`config.mk`:
```
export PLATFORM = sky130hd
export DESIGN_NAME = sc_char_rx
export DESIGN_NICKNAME = d
export VERILOG_FILES = /design/src/rtl/sc_rx_pkg.sv /design/src/rtl/sc_bit_map.sv /design/src/rtl/sc_par_chk.sv /design/src/rtl/sc_char_rx.sv
export SDC_FILE = /design/constraint.sdc
export NUM_CORES = 1
export LEC_CHECK = 0
export BUFFER_PORTS_ARGS = -buffer_cell sky130_fd_sc_hd__buf_2
export CORE_MARGIN = 4
export CORE_UTILIZATION = 50
export CTS_BUF_LIST = sky130_fd_sc_hd__clkbuf_2 sky130_fd_sc_hd__clkbuf_4 sky130_fd_sc_hd__clkbuf_8
export DETAILED_ROUTE_END_ITERATION = 6
export PLACE_DENSITY = 0.69
export SYNTH_ARGS = -nofsm -noshare
export SYNTH_HDL_FRONTEND = slang
export SYNTH_SLANG_ARGS = --single-unit
```
`constraint.sdc`:
```
create_clock -name clk -period 2.5 [get_ports clk]
set_clock_uncertainty 0.1 [all_clocks]
set_input_delay 0.25 -clock clk [delete_from_list [all_inputs] [get_ports clk]]
set_output_delay 0.25 -clock clk [all_outputs]
set_load 0.01 [all_outputs]
```
`src/rtl/sc_rx_pkg.sv`:
```
package sc_rx_pkg;
    typedef enum logic [2:0] {
        S_IDLE,
        S_START,
        S_DATA,
        S_CHECK,
        S_TAIL,
        S_NAK
    } rx_state_t;
endpackage

```
`src/rtl/sc_bit_map.sv`:
```
module sc_bit_map #(
    parameter int DW = 8
) (
    input  logic [DW:0]   raw,     // raw[0] first bit after start, raw[DW] parity
    input  logic          sense,
    input  logic          order,
    output logic [DW-1:0] data,
    output logic          par
);
    logic [DW:0] lvl;

    assign lvl = sense ? ~raw : raw;
    assign par = lvl[DW];

    for (genvar i = 0; i < DW; i++) begin : g_map
        assign data[i] = order ? lvl[DW-1-i] : lvl[i];
    end
endmodule

```
`src/rtl/sc_par_chk.sv`:
```
module sc_par_chk #(
    parameter int DW = 8
) (
    input  logic [DW-1:0] data,
    input  logic          par,
    input  logic          odd,
    output logic          ok
);
    assign ok = ((^data) ^ par) == odd;
endmodule

```
`src/rtl/sc_char_rx.sv`:
```
module sc_char_rx
    import sc_rx_pkg::*;
#(
    parameter int OVS   = 8,
    parameter int TRY_W = 3
) (
    input  logic             clk,
    input  logic             rst_n,
    input  logic             os_tick,
    input  logic             line_in,
    input  logic             cfg_sense,
    input  logic             cfg_order,
    input  logic             cfg_odd,
    input  logic             cfg_nak_en,
    input  logic [TRY_W-1:0] cfg_max_tries,
    output logic [7:0]       rx_data,
    output logic             rx_valid,
    output logic             rx_par_err,
    output logic             line_pull
);
    localparam int DW        = 8;
    localparam int NBITS     = DW + 1;
    localparam int HALF      = OVS / 2;
    localparam int NAK_TICKS = OVS + OVS / 2;
    localparam int CNT_W     = $clog2(2 * OVS);
    localparam int IDX_W     = $clog2(NBITS + 1);

    rx_state_t        state_q, state_d;
    logic [CNT_W-1:0] cnt_q;
    logic [IDX_W-1:0] idx_q;
    logic [NBITS-1:0] raw_q;
    logic [TRY_W-1:0] tries_q;
    logic             nak_q;

    logic [DW-1:0]    dec_data;
    logic             dec_par;
    logic             par_ok;
    logic [TRY_W:0]   eff_max;
    logic             retry;

    sc_bit_map #(.DW(DW)) u_map (
        .raw   (raw_q),
        .sense (cfg_sense),
        .order (cfg_order),
        .data  (dec_data),
        .par   (dec_par)
    );

    sc_par_chk #(.DW(DW)) u_par (
        .data (dec_data),
        .par  (dec_par),
        .odd  (cfg_odd),
        .ok   (par_ok)
    );

    assign eff_max = (cfg_max_tries == '0) ? (TRY_W+1)'(1) : {1'b0, cfg_max_tries};
    assign retry   = cfg_nak_en && (({1'b0, tries_q} + (TRY_W+1)'(1)) < eff_max);

    // next-state logic
    always_comb begin
        state_d = state_q;
        unique case (state_q)
            S_IDLE:  if (!line_in) state_d = S_START;
            S_START: if (os_tick && cnt_q == CNT_W'(HALF-1))
                         state_d = line_in ? S_IDLE : S_DATA;
            S_DATA:  if (os_tick && cnt_q == CNT_W'(OVS-1) && idx_q == IDX_W'(NBITS-1))
                         state_d = S_CHECK;
            S_CHECK: state_d = S_TAIL;
            S_TAIL:  if (os_tick && cnt_q == CNT_W'(OVS-1))
                         state_d = nak_q ? S_NAK : S_IDLE;
            S_NAK:   if (os_tick && cnt_q == CNT_W'(NAK_TICKS-1))
                         state_d = S_IDLE;
            default: state_d = S_IDLE;
        endcase
    end

    // state register and timing datapath
    always_ff @(posedge clk or negedge rst_n) begin
        if (!rst_n) begin
            state_q <= S_IDLE;
            cnt_q   <= '0;
            idx_q   <= '0;
            raw_q   <= '0;
            tries_q <= '0;
            nak_q   <= 1'b0;
        end else begin
            state_q <= state_d;
            if (state_d != state_q)
                cnt_q <= '0;
            else if (os_tick)
                cnt_q <= (state_q == S_DATA && cnt_q == CNT_W'(OVS-1)) ? '0 : cnt_q + 1'b1;
            if (state_q == S_START)
                idx_q <= '0;
            else if (state_q == S_DATA && os_tick && cnt_q == CNT_W'(OVS-1)) begin
                raw_q[idx_q] <= line_in;
                idx_q        <= idx_q + 1'b1;
            end
            if (state_q == S_CHECK) begin
                if (par_ok) begin
                    tries_q <= '0;
                    nak_q   <= 1'b0;
                end else if (retry) begin
                    tries_q <= tries_q + 1'b1;
                    nak_q   <= 1'b1;
                end else begin
                    tries_q <= '0;
                    nak_q   <= 1'b0;
                end
            end
        end
    end

    // outputs
    always_ff @(posedge clk or negedge rst_n) begin
        if (!rst_n) begin
            rx_data    <= '0;
            rx_valid   <= 1'b0;
            rx_par_err <= 1'b0;
            line_pull  <= 1'b0;
        end else begin
            rx_valid   <= (state_q == S_CHECK) && par_ok;
            rx_par_err <= (state_q == S_CHECK) && !par_ok && !retry;
            line_pull  <= (state_d == S_NAK);
            if (state_q == S_CHECK && par_ok)
                rx_data <= dec_data;
        end
    end

    AST_VALID_ONE_CYCLE: assert property (@(posedge clk) disable iff (!rst_n)
        rx_valid |=> !rx_valid);
    AST_VALID_ERR_EXCL: assert property (@(posedge clk) disable iff (!rst_n)
        !(rx_valid && rx_par_err));
    AST_PULL_ENDS_IDLE: assert property (@(posedge clk) disable iff (!rst_n)
        $fell(line_pull) |-> state_q == S_IDLE);
    AST_ERR_NO_PULL: assert property (@(posedge clk) disable iff (!rst_n)
        rx_par_err |-> !line_pull);
    AST_TRIES_BOUND: assert property (@(posedge clk) disable iff (!rst_n)
        {1'b0, tries_q} < eff_max);
endmodule

```
==> reports/summary.txt <==
Worst IR Drop VDD: 0.0003529 V
GP Congestion: 0.8557
Die Height: 72.72 um
Syn_area_per_cell: 10.63 sq um
CORE AREA: 4029 sq um
Total number of vias: 1492
Layout cell share with drive strength beyond 1: 0.2578
Number of synthesized flops with an enable pin: 0
RSZ-0062 raised after global routing: false
Netlist cell types: 48
Deepest clock path buffer count: 2
Top-area cell type share of the netlist area: 0.4182
Worst min path class: input port to flop
Number of max-cap violations: 0
Sink Count: 35
CP Capture Type: flop
FP Rows: 23
Final Hold Fails: 0
Multi-input gate area: 1149 sq um
Hold slack: 0.2154 ns
Worst-skew pair later-pin latency: 0.29 ns
Setup CP Type: flop to flop
Post-route ant nets: 0
Starting Density: 0.5199
Hold Crit Depth: 2
Largest net degree at the start of global routing: 36
Ys async rst share: 1.000
Total global routing overflow: 0
Yosys warns: 0
Cell Area, Synth: 2095 sq um
CP Max Fanout: 5
Routed wire length: 4.107 mm
Critical Path AT: 2.39 ns
Drt initial violations: 82
Vias per inst: 5.425
Most frequent cells after synthesis: dfrtp_1, nand2_1, xnor2_1
Most numerous cell in the Yosys netlist: dfrtp_1
Detailed Place HPWL: 3.085 mm
CP startpoint kind: flop
First-pass GRT wire length: 7.113 mm
HP Start: line_in
Mapped Cells: 197
Required time worst endpoint: 2.60 ns
GRT Overall Usage: 0.1721
Wire length per cell: 14.93 um
Reg2Reg Depth: 8
Run status: finished clean
Post-synth top flop: dfrtp_1
Fillers: 353
Flops & latches, synth: 35
Pins over their slew limit: 0
FMAX: 0.4361 GHz
Tmin final: 2.293 ns
P_leak: 1.130 nW
Pwr per Cell Area: 831.5 nW/um^2
Nets: 243
CTS clk-pin slew, worst paths: 0.07 ns
Setup Viol. Count Final: 0
Largest area contributor in the synthesized netlist: dfrtp_1
Slew HR: 0.4758
Setup slack, reg-to-reg: 0.21 ns
Post-route DRC: 0
Ant. Diodes: 0
Vias in the first global route: 1528
Actual slew at the worst max-slew pin: 0.7863 ns
Die Wd: 72.72 um
Reg2reg start: tries_q[0]$_DFFE_PN0P_
Clock root buffer: clkbuf_8
DR pass1 iterations: 4
Port Buffers: 21
Synth area leaders: dfrtp_1, xnor2_1, mux2_2
TritonCTS clock tree: done
Htree depth: 2
Critical Path Start: tries_q[0]$_DFFE_PN0P_
Initial antenna violation count: 0
Sequential share of the synthesized area: 0.4182
Syn nets: 216
Register area: 875.8 sq um
Num ports: 22
TNS Setup: 0 ns
CTS Buf Count: 5
Syn-to-layout area delta: 14.70%
Die area: 5288 sq um
Fin crit share: 0.9172
-- timing repair --
item	in CTS	in global routing
buffers inserted	0	0
gates resized for setup	0	0
hold buffers	1	0
endpoints found under the hold margin	35	0
-- flip-flops by register name, indices dropped and copies added, names as in the netlist --
name	count
cnt_q	4
idx_q	4
line_pull	1
nak_q	1
raw_q	9
rx_data	8
rx_par_err	1
rx_valid	1
state_q	3
tries_q	3
-- metal layers --
| layer | up-vias | wire [um] | GRT usage |
|---|---|---|---|
| met5 | - | 0 | 0 |
| met2 | 25 | 2038 | 0.2876 |
| met4 | 0 | 55 | 0.05328 |
| met1 | 716 | 1865 | 0.2196 |
| met3 | 7 | 148 | 0.04270 |
| li1 | 744 | - | - |
-- path summary, 6_finish.rpt --
path                                          end
max                        tries_q[2]$_DFFE_PN0P_
min                          state_q[1]$_DFF_PN0_
max reg2reg                tries_q[2]$_DFFE_PN0P_
min reg2reg                rx_data[3]$_DFFE_PN0P_
max in group asynchronous    state_q[0]$_DFF_PN0_
min in group asynchronous    raw_q[6]$_DFFE_PN0P_
-- power by group --
| part | leakage, nW | total [mW] | switching, mW | internal, mW |
|---|---|---|---|---|
| Sequential | 0.458 | 0.808 | 0.111 | 0.696 |
| Clock | 0.0612 | 0.525 | 0.202 | 0.323 |
| Combinational | 0.612 | 0.665 | 0.346 | 0.319 |
-- layout make-up --
class                      instances  share of cell area
timing repair buffer              28             0.06667
clock buffer                       6             0.03438
clock inverter                     2             0.01458
sequential                        35              0.3646
inverter                          10             0.01563
tap                               50             0.02604
multi-input combinational        144              0.4781
-- metrics by stage --
step	utilization	power [mW]	area, sq um	setup slack, ns	cells
5_1_grt	0.5963	2.134	2402	0.03682	275
6_report	0.5963	1.997	2402	0.2070	275
3_5_place_dp	0.5646	1.485	2275	0.2363	266
4_1_cts	0.5963	2.021	2402	0.2023	275
3_3_place_gp	0.5646	1.435	2275	0.3104	266
2_1_floorplan	-	1.240	2095	0.3427	197
-- kinds of logic after synthesis --
kind of cell	count (synthesis)	synth area share
AND/OR/NAND/NOR	63	0.1750
flip-flops	35	0.4182
multiplexers	28	0.1511
AO/OA/AOI/OAI	25	0.08424
XOR/XNOR	20	0.09020
buffers and inverters	18	0.03345
adder cells (fa/ha/maj)	8	0.04779
-- layout by cell type, fill, tap and decap left out, drive strengths merged, types with 2 or more instances in the layout --
cell	count
xnor2	15
nand2b	3
xor2	4
o21ai	6
nand3b	4
ha	8
dfrtp	35
nand3	5
or3b	2
inv	10
clkbuf	6
nor3	4
buf	27
a21oi	3
nor2	8
nand2	23
nor2b	2
nand4	3
mux2	17
nor3b	4
o31ai	2
mux2i	11
-- worst max-delay path: stages (launching register included) --
cell and delay (ns):
dfrtp_1 0.43, ha_1 0.35, ha_1 0.30, o21ai_0 0.18
a31oi_1 0.07, nor4bb_1 0.28, buf_4 0.18, nand4_1 0.14
o211ai_1 0.20
(Power assumes the default switching activity.)
